===== src/rtl/fmtx_pkg.sv =====
package fmtx_pkg;

  localparam int unsigned FMTX_DATA_W  = 8;
  localparam int unsigned FMTX_FRAME_W = FMTX_DATA_W + 2;

  typedef struct packed {
    logic [1:0] len;
    logic       par_off;
    logic       par_even;
    logic       stop_sel;
  } fmtx_ctrl_t;

  typedef enum logic [1:0] {
    SH_IDLE = 2'd0,
    SH_BITS = 2'd1,
    SH_STOP = 2'd2
  } fmtx_state_e;

  // number of data bits for a length code
  function automatic logic [3:0] word_bits(input logic [1:0] len);
    return 4'd5 + {2'b00, len};
  endfunction

  // parity bit over the enabled data bits
  function automatic logic par_bit(input logic [FMTX_DATA_W-1:0] d,
                                   input logic [1:0] len,
                                   input logic even);
    logic [FMTX_DATA_W-1:0] mask;
    mask = {FMTX_DATA_W{1'b1}} >> (2'd3 - len);
    return even ? (^(d & mask)) : ~(^(d & mask));
  endfunction

endpackage


===== src/rtl/fmtx_hold.sv =====
module fmtx_hold
  import fmtx_pkg::*;
(
  input  logic                   clk,
  input  logic                   rst_n,
  input  logic                   wr_stb,
  input  logic [FMTX_DATA_W-1:0] wr_data,
  input  logic                   take,
  output logic [FMTX_DATA_W-1:0] hold_data,
  output logic                   hold_full
);

  always_ff @(posedge clk or negedge rst_n) begin
    if (!rst_n) begin
      hold_full <= 1'b0;
      hold_data <= '0;
    end else begin
      if (wr_stb) begin
        hold_data <= wr_data;
        hold_full <= 1'b1;
      end else if (take) begin
        hold_full <= 1'b0;
      end
    end
  end

  AST_STB_FILLS: assert property (@(posedge clk) disable iff (!rst_n)
    wr_stb |=> hold_full);
  AST_TAKE_EMPTIES: assert property (@(posedge clk) disable iff (!rst_n)
    take && !wr_stb |=> !hold_full);
  AST_TAKE_NEEDS_WORD: assert property (@(posedge clk) disable iff (!rst_n)
    take |-> hold_full);

endmodule


===== src/rtl/fmtx_frame.sv =====
module fmtx_frame
  import fmtx_pkg::*;
#(
  parameter int unsigned OVS = 16,
  localparam int unsigned CW = $clog2(2 * OVS)
) (
  input  fmtx_ctrl_t              ctrl,
  input  logic [FMTX_DATA_W-1:0]  data,
  output logic [FMTX_FRAME_W-1:0] frame,
  output logic [3:0]              nbits,
  output logic [CW-1:0]           stop_last
);

  localparam logic [CW-1:0] ONE_LAST  = CW'(OVS - 1);
  localparam logic [CW-1:0] HALF_LAST = CW'(OVS + OVS / 2 - 1);
  localparam logic [CW-1:0] TWO_LAST  = CW'(2 * OVS - 1);

  logic [3:0] n_data;
  logic       p_val;
  logic [FMTX_DATA_W-1:0] slot;

  assign n_data = word_bits(ctrl.len);
  assign p_val  = par_bit(data, ctrl.len, ctrl.par_even);

  // data bits beyond the word length become idle-level ones
  for (genvar i = 0; i < FMTX_DATA_W; i++) begin : g_slot
    assign slot[i] = (4'(i) < n_data) ? data[i] : 1'b1;
  end

  always_comb begin
    frame = {1'b1, slot, 1'b0};
    if (!ctrl.par_off) frame[n_data + 4'd1] = p_val;
  end

  assign nbits = 4'd1 + n_data + {3'b000, ~ctrl.par_off};

  always_comb begin
    if (!ctrl.stop_sel)           stop_last = ONE_LAST;
    else if (ctrl.len == 2'b00)   stop_last = HALF_LAST;
    else                          stop_last = TWO_LAST;
  end

endmodule


===== src/rtl/fmtx_shift.sv =====
module fmtx_shift
  import fmtx_pkg::*;
#(
  parameter int unsigned OVS = 16,
  localparam int unsigned CW = $clog2(2 * OVS)
) (
  input  logic                    clk,
  input  logic                    rst_n,
  input  logic                    load,
  input  logic [FMTX_FRAME_W-1:0] frame,
  input  logic [3:0]              nbits,
  input  logic [CW-1:0]           stop_last,
  output logic                    txd,
  output logic                    ready,
  output logic                    idle
);

  localparam logic [CW-1:0] BIT_LAST = CW'(OVS - 1);

  fmtx_state_e             state;
  logic [FMTX_FRAME_W-1:0] sh;
  logic [3:0]              left;
  logic [CW-1:0]           cnt;
  logic [CW-1:0]           stop_end;
  logic                    bit_done;
  logic                    stop_done;

  assign bit_done  = (state == SH_BITS) && (cnt == BIT_LAST);
  assign stop_done = (state == SH_STOP) && (cnt == stop_end);
  assign ready     = (state == SH_IDLE) || stop_done;
  assign idle      = (state == SH_IDLE);

  always_ff @(posedge clk or negedge rst_n) begin
    if (!rst_n) begin
      state    <= SH_IDLE;
      txd      <= 1'b1;
      sh       <= '1;
      left     <= '0;
      cnt      <= '0;
      stop_end <= '0;
    end else if (load) begin
      txd      <= frame[0];
      sh       <= frame >> 1;
      left     <= nbits - 4'd1;
      cnt      <= '0;
      stop_end <= stop_last;
      state    <= SH_BITS;
    end else begin
      unique case (state)
        SH_BITS: begin
          if (bit_done) begin
            cnt <= '0;
            if (left == 4'd0) begin
              state <= SH_STOP;
              txd   <= 1'b1;
            end else begin
              txd  <= sh[0];
              sh   <= sh >> 1;
              left <= left - 4'd1;
            end
          end else begin
            cnt <= cnt + 1'b1;
          end
        end
        SH_STOP: begin
          if (stop_done) begin
            state <= SH_IDLE;
            cnt   <= '0;
          end else begin
            cnt <= cnt + 1'b1;
          end
        end
        default: txd <= 1'b1;
      endcase
    end
  end

  AST_IDLE_LINE_HIGH: assert property (@(posedge clk) disable iff (!rst_n)
    state == SH_IDLE |-> txd);
  AST_START_LOW: assert property (@(posedge clk) disable iff (!rst_n)
    load |=> !txd && state == SH_BITS);
  AST_BIT_STEADY: assert property (@(posedge clk) disable iff (!rst_n)
    state == SH_BITS && cnt != '0 |-> $stable(txd));
  AST_STOP_LINE_HIGH: assert property (@(posedge clk) disable iff (!rst_n)
    state == SH_STOP |-> txd);
  AST_STOP_BOUND: assert property (@(posedge clk) disable iff (!rst_n)
    state == SH_STOP |-> cnt <= stop_end);
  AST_LOAD_WHEN_READY: assert property (@(posedge clk) disable iff (!rst_n)
    load |-> ready);
  AST_FMT_HELD: assert property (@(posedge clk) disable iff (!rst_n)
    state != SH_IDLE && !load |=> $stable(stop_end));

endmodule


===== src/rtl/fmt_async_tx.sv =====
module fmt_async_tx
  import fmtx_pkg::*;
#(
  parameter int unsigned OVS = 16,
  localparam int unsigned CW = $clog2(2 * OVS)
) (
  input  logic       clk,
  input  logic       rst_n,
  input  logic [1:0] fmt_len,
  input  logic       fmt_par_off,
  input  logic       fmt_par_even,
  input  logic       fmt_stop_sel,
  input  logic       wr_stb,
  input  logic [7:0] wr_data,
  output logic       txd,
  output logic       hold_empty,
  output logic       tx_empty
);

  fmtx_ctrl_t              ctrl;
  logic [FMTX_DATA_W-1:0]  hold_data;
  logic                    hold_full;
  logic                    take;
  logic                    sh_ready;
  logic                    sh_idle;
  logic [FMTX_FRAME_W-1:0] frame;
  logic [3:0]              nbits;
  logic [CW-1:0]           stop_last;

  assign ctrl = '{len: fmt_len, par_off: fmt_par_off,
                  par_even: fmt_par_even, stop_sel: fmt_stop_sel};
  assign take = hold_full && sh_ready;

  fmtx_hold u_hold (
    .clk       (clk),
    .rst_n     (rst_n),
    .wr_stb    (wr_stb),
    .wr_data   (wr_data),
    .take      (take),
    .hold_data (hold_data),
    .hold_full (hold_full)
  );

  fmtx_frame #(.OVS(OVS)) u_frame (
    .ctrl      (ctrl),
    .data      (hold_data),
    .frame     (frame),
    .nbits     (nbits),
    .stop_last (stop_last)
  );

  fmtx_shift #(.OVS(OVS)) u_shift (
    .clk       (clk),
    .rst_n     (rst_n),
    .load      (take),
    .frame     (frame),
    .nbits     (nbits),
    .stop_last (stop_last),
    .txd       (txd),
    .ready     (sh_ready),
    .idle      (sh_idle)
  );

  assign hold_empty = !hold_full;
  assign tx_empty   = hold_empty && sh_idle;

  AST_EMPTY_LINE_HIGH: assert property (@(posedge clk) disable iff (!rst_n)
    tx_empty |-> txd);
  AST_NO_GAP: assert property (@(posedge clk) disable iff (!rst_n)
    hold_full && sh_ready |=> !txd);

endmodule


===== config.mk =====
export PLATFORM = sky130hd
export DESIGN_NAME = fmt_async_tx
export DESIGN_NICKNAME = d
export VERILOG_FILES = /design/src/rtl/fmtx_pkg.sv /design/src/rtl/fmtx_hold.sv /design/src/rtl/fmtx_frame.sv /design/src/rtl/fmtx_shift.sv /design/src/rtl/fmt_async_tx.sv
export SDC_FILE = /design/constraint.sdc
export NUM_CORES = 1
export LEC_CHECK = 0
export BUFFER_PORTS_ARGS = -buffer_cell sky130_fd_sc_hd__buf_4
export CELL_PAD_IN_SITES_DETAIL_PLACEMENT = 0
export CELL_PAD_IN_SITES_GLOBAL_PLACEMENT = 1
export CORE_MARGIN = 1
export CORE_UTILIZATION = 49
export CTS_BUF_LIST = sky130_fd_sc_hd__clkbuf_4
export CTS_CLUSTER_DIAMETER = 80
export DETAILED_ROUTE_END_ITERATION = 10
export PLACE_DENSITY_LB_ADDON = 0.05
export SKIP_CTS_REPAIR_TIMING = 1
export SLEW_MARGIN = 20
export SYNTH_ARGS = -nofsm -noshare
export SYNTH_HDL_FRONTEND = slang
export SYNTH_HIERARCHICAL = 1
export SYNTH_SLANG_ARGS = --single-unit
export TNS_END_PERCENT = 10

===== constraint.sdc =====
create_clock -name clk -period 2.9 [get_ports clk]
set_input_delay 0.145 -clock clk [delete_from_list [all_inputs] [get_ports clk]]
set_output_delay 0.145 -clock clk [all_outputs]
set_load 0.1 [all_outputs]

==> flow_summary.yaml, run 1 <==
placed_design:
  io_buffer_count: 18
  gp_congestion: 0.778
  place_hpwl_mm: 3.20
synth:
  yosys_register_bits: 36
  synth_edf_count: 0
  synth-async-reset-ratio: 1.00
  synth_top_family_by_area: "multiplexers"
  synth_cell_type_count: 41
  yosys-mux-area-fraction: 0.152
  ys.flop_type: "dfrtp_1"
  yosys.area.top_type: "dfrtp_1"
  ys_warn_count: 6
  synthCells: 211
  yosysMostFrequentCell: "dfrtp_1"
  ys_seq_area_frac: 0.407
  yosys-top-cells-count: "dfrtp_1, nand2_1, xnor2_1, mux2i_1, o21ai_1"
  avgSynthCellArea_um2: 10.6
  synth-simple-area-share: 0.143
  synth_compound_area_frac: 0.0841
  synth_top_area_share: 0.279
  synth_xor_area_frac: 0.0886
  synth_area_mm2: 0.00225
  synth.area.top_cells: "dfrtp_1, dfstp_2, ha_1"
  synthAdderAreaFrac: 0.0724
setup_path:
  worst-path-buf-inv: 0
  path_max_fanout: 6
  cp-end-kind: "flip-flop"
  required_ns: 3.10
  worstPathCellList: "xnor2_1, nand4_1, o22ai_1, and2_1, mux2i_1, ha_1, nor3b_1, xnor2_1, mux2i_1"
  worstPathArrival_ns: 2.83
  path_delay_family: "simple AND/OR/NAND/NOR gates"
  worst_path_max_delay_cell: "dfrtp_1"
  path_class: "flip-flop to flip-flop"
  cp-start-kind: "flip-flop"
  slowest_delay_ns: 0.46
timing:
  slew_viol_final: 0
  finalCriticalPeriod_ns: 2.63
  finalCritPeriodShare: 0.907
  max_freq_mhz: 380
  setup_viol: 0
  clock_skew_ns: 0.0158
  rsz0062_at_grt: "false"
  hold_viol: 0
  finalSetupTns_ns: 0
floorplanning:
  ios: 19
  design.core.area_mm2: 0.00438
  fp.dieH_um: 69.7
  dieArea_mm2: 0.00486
  fp.dieW_um: 69.7
  rows: 24
  initial_core_util: 0.512
global_route:
  grt_pass1_wl_mm: 7.56
  grt_pass1_vias: 1517
  antenna_found_initial: 0
  gr-total-overflow: 0
  grt_max_degree: 37
  grt_use_total: 0.198
clock_tree:
  cts_tree: "done"
  clkSinkCount: 36
  root_buffer: "clkbuf_4"
  h-tree-depth: 2
  clockBufferDepth: 2
  cts_buffers: 5
  clk_pin_slew_ns: 0.12
  clock_latency_ns: 0.33
route:
  ant_nets: 0
  first_pass_iters: 4
  drc: 0
  wl_per_cell_um: 15.3
  routed_wl_mm: 4.36
  viasPerCell: 5.43
  dr_total_vias: 1543
  drt_iter0_drc: 90
flow_run:
  cap_violations: 0
cells_and_area:
  syn2layout_area_growth_pct: 9.69
  drive_above_1_share: 0.250
  diodes: 0
  nets: 260
power:
  powerDensity_mw_per_mm2: 905
  p_leak_uw: 0.00103
  total_power_uw: 2230
  vdd_drop_max_uv: 419
run_status:
  outcome: "finished, final reports clean"
min_path:
  hp-class: "input port to flip-flop"
## routing by layer
metal | global-route usage | wire [µm]
met1 | 0.284 | 2250
met2 | 0.305 | 2000
met3 | 0.0451 | 83
met4 | 0.0467 | 21
met5 | 0 | 0
## final timing paths
kind | startpoint | to | slack [ns] | cells after the start
min in group asynchronous | rst_n | u_shift/cnt[4] | 0.28 | 2
max in group asynchronous | rst_n | u_shift/sh[1] | 2.24 | 2
hold / removal | wr_data[3] | u_hold/hold_data[3] | 0.03 | 2
setup / recovery | u_shift/cnt[0] | u_shift/left[2] | 0.27 | 9
hold reg to reg | u_shift/txd | u_shift/txd | 0.49 | 2
setup reg to reg | u_shift/cnt[0] | u_shift/left[2] | 0.27 | 9
## cells by family after synthesis
family,count (synthesis)
XOR/XNOR,21
AND/OR/NAND/NOR,55
AO/OA/AOI/OAI,34
adder cells (fa/ha/maj),13
other,1
multiplexers,29
buffers and inverters,22
flip-flops,36
## sequential cells by signal (all words and copies together), names as in the netlist
signal	cells
u_shift/sh	10
u_hold/hold_data	8
u_shift/cnt	5
u_shift/stop_end	5
u_shift/left	4
u_shift/state	2
u_hold/hold_full	1
u_shift/txd	1
## where the power goes
part / internal, µW / leakage (µW) / switching (µW)
Sequential: 748 / 0.000406 / 189
Clock: 89.2 / 0.0000324 / 174
Combinational: 466 / 0.000594 / 564
Total: 1300 / 0.00103 / 927
## stage by stage
stage	cell area, µm²	util	hold WS [ns]	worst slack (ns)	std cells
after CTS	2440	0.557	-0.244	0.303	282
final	2460	0.562	0.0300	0.269	284
after global placement	2390	0.546	0.123	0.599	274
after global routing	2460	0.562	0.00384	0.128	284
after floorplan	2250	-	-0.151	0.751	213
after detailed placement	2390	0.546	0.131	0.329	274
## layout make-up
type / instances / area, µm²
Sequential cell: 36 / 915
Multi-Input combinational cell: 155 / 1220
Clock inverter: 3 / 13.8
Clock buffer: 5 / 37.5
Tap cell: 52 / 65.1
Timing Repair Buffer: 21 / 163
Inverter: 12 / 45.0
Fill cell: 380 / 1920
## worst reg2reg max path, cell delays in order, from the launching register on
cell	delay, ns
dfrtp_1	0.46
xnor2_1	0.17
nand4_1	0.19
o22ai_1	0.15
and2_1	0.36
mux2i_1	0.33
ha_1	0.24
nor3b_1	0.33
xnor2_1	0.19
mux2i_1	0.10
## cells in the final DEF, fill, tap and decap left out, types with 3 or more instances in the layout
master / n
nor3_1: 4
clkbuf_4: 5
dfstp_2: 11
nor2b_1: 5
a31oi_1: 3
nor2_1: 7
buf_4: 19
xnor2_1: 16
o21ai_0: 3
dfrtp_1: 25
xor2_1: 4
conb_1: 3
mux2_4: 9
ha_1: 13
inv_1: 12
nand3_1: 3
mux2_2: 5
nand2_1: 20
o21ai_1: 15
a21oi_1: 8
mux2i_1: 15
(Power assumes the default switching activity.)
==> inputs of run 2 (changes only) <==
clock period = 2.98 ns   (was 2.9 ns; I/O delays follow)
==> run 2 against run 1 <==
  * Sequential power shrank 2.7%
  * Clock power grew 33%
  * Routed wire length shrank 0.46%
  * Non-clock buffer count shrank 1
  * Register-to-register slack gained 0.14 ns
  * Count of clock-buffer cells in the layout is the same
  * Critical path type unchanged
  * Critical endpoint unchanged
  * Largest cell class unchanged
  * Largest power group unchanged
  * Highest routed layer unchanged
==> flow_summary.yaml, run 2 (synthesis results as in run 1) <==
flow_run:
  cap_violations: 0
placed_design:
  gp_congestion: 0.778
  pre_cts_ws_ns: 0.414
  place_hpwl_mm: 3.17
  io_buffer_count: 18
  dp.cells: 274
  place_area_mm2: 0.00239
power:
  power.internal_uw: 1350
  powerDensity_mw_per_mm2: 909
  p_leak_uw: 0.00104
  p_switching_uw: 902
  comb_power_share: 0.440
  clkPwrFrac: 0.156
  power_frac_seq: 0.405
  vdd_drop_max_uv: 416
  switching_share: 0.400
cells_and_area:
  post-route-cell-area_mm2: 0.00248
  drive_above_1_share: 0.255
  diodes: 0
  largest_register: "u_shift/sh"
  nets: 259
  fillers: 402
  fin_util: 0.566
  mostFrequentLayoutCells: "dfrtp_1, nand2_1, buf_4, xnor2_1"
  top_regs: "u_shift/sh (10), u_hold/hold_data (8)"
  instances_no_fill: 283
  largest_register_ffs: 10
  final_common_cell: "dfrtp_1"
  syn2layout_area_growth_pct: 10.5
floorplanning:
  dieArea_mm2: 0.00486
  fp.dieH_um: 69.7
  ios: 19
  rows: 24
  design.core.area_mm2: 0.00438
  fp.dieW_um: 69.7
  initial_core_util: 0.512
run_status:
  outcome: "finished, final reports clean"
clock_tree:
  cts_buffers: 5
  cts_tree: "done"
  clkSinkCount: 36
  h-tree-depth: 2
  root_buffer: "clkbuf_4"
  clockBufferDepth: 2
  clk_pin_slew_ns: 0.12
  clock_latency_ns: 0.34
timing:
  max_freq_mhz: 389
  rsz0062_at_grt: "false"
  finalSetupTns_ns: 0
  slew_viol_final: 0
  setup_viol: 0
  hold_viol: 0
  clock_skew_ns: 0.00925
  finalCriticalPeriod_ns: 2.57
  finalCritPeriodShare: 0.863
  fin_ws_ns: 0.408
global_route:
  grt_max_degree: 37
  grt_pass1_wl_mm: 7.28
  gr-total-overflow: 0
  antenna_found_initial: 0
  grt_pass1_vias: 1490
  grt_use_total: 0.192
route:
  wl_per_cell_um: 15.3
  drc: 0
  ant_nets: 0
  drt_iter0_drc: 112
  viasPerCell: 5.39
  first_pass_iters: 4
  dr_total_vias: 1524
  routed_wl_mm: 4.34
min_path:
  hp-class: "input port to flip-flop"
setup_path:
  required_ns: 3.19
  cp-start-kind: "flip-flop"
  worstPathArrival_ns: 2.78
  cp-end-kind: "flip-flop"
  path_class: "flip-flop to flip-flop"
  path_max_fanout: 6
run 2: cell count changes in the layout (fill, tap and decap cells not counted):
| cell | change |
|---|---|
| bufinv_16 | +1 |
| clkinv_1 | -1 |
| clkinv_2 | -1 |
| clkinvlp_4 | +1 |
| dlygate4sd3_1 | -1 |
run 2: cell type report:
cell class,instances,area [µm²],area share
inverters,12,45.0,0.0181
clock buffers,5,37.5,0.0151
clock inverters,3,42.5,0.0171
repair buffers,20,153,0.0615
multi-input cells,155,1220,0.493
well taps,52,65.1,0.0262
flip-flops and latches,36,915,0.368
run 2: per-stage QoR:
stage / power (µW) / hold WS [ns]
CTS: 2270 / -0.248
global route: 2420 / 0.00607
floorplan: 1700 / -0.147
global placement: 1870 / 0.127
finish: 2260 / 0.0290
detailed placement: 1910 / 0.133
run 2: critical path, cell delays in order (launching register included):
cell     delay [ns]
dfrtp_1        0.46
xnor2_1        0.16
nand4_1        0.17
o22ai_1        0.16
and2_1         0.35
mux2i_1        0.33
ha_1           0.23
nor3b_1        0.29
xnor2_1        0.18
mux2i_1        0.11
run 2: power groups by stage:
stage               logic (µW)  clock network (µW)  registers [µW]
finish                     992                 351             913
global route              1090                 388             942
CTS                        997                 361             912
detailed placement         991                   0             921
global placement           961                   0             907
floorplan                  788                   0             912
run 2: metal layers:
layer | wire length [µm] | global-route usage | up-vias
met2 | 1970 | 0.291 | 27
met1 | 2180 | 0.280 | 731
met5 | 0 | 0 | -
met4 | 61 | 0.0600 | 0
met3 | 124 | 0.0349 | 7
li1 | - | - | 759
run 2: final timing paths:
path                                  endpoint  cells after the start  slack, ns           start
hold / removal             u_hold/hold_data[3]                      2       0.03      wr_data[3]
setup / recovery               u_shift/left[2]                      9       0.41  u_shift/cnt[2]
min in group asynchronous  u_shift/stop_end[1]                      2       0.29           rst_n
hold reg to reg                    u_shift/txd                      2       0.48     u_shift/txd
max in group asynchronous        u_shift/sh[9]                      2       2.33           rst_n
setup reg to reg               u_shift/left[2]                      9       0.41  u_shift/cnt[2]
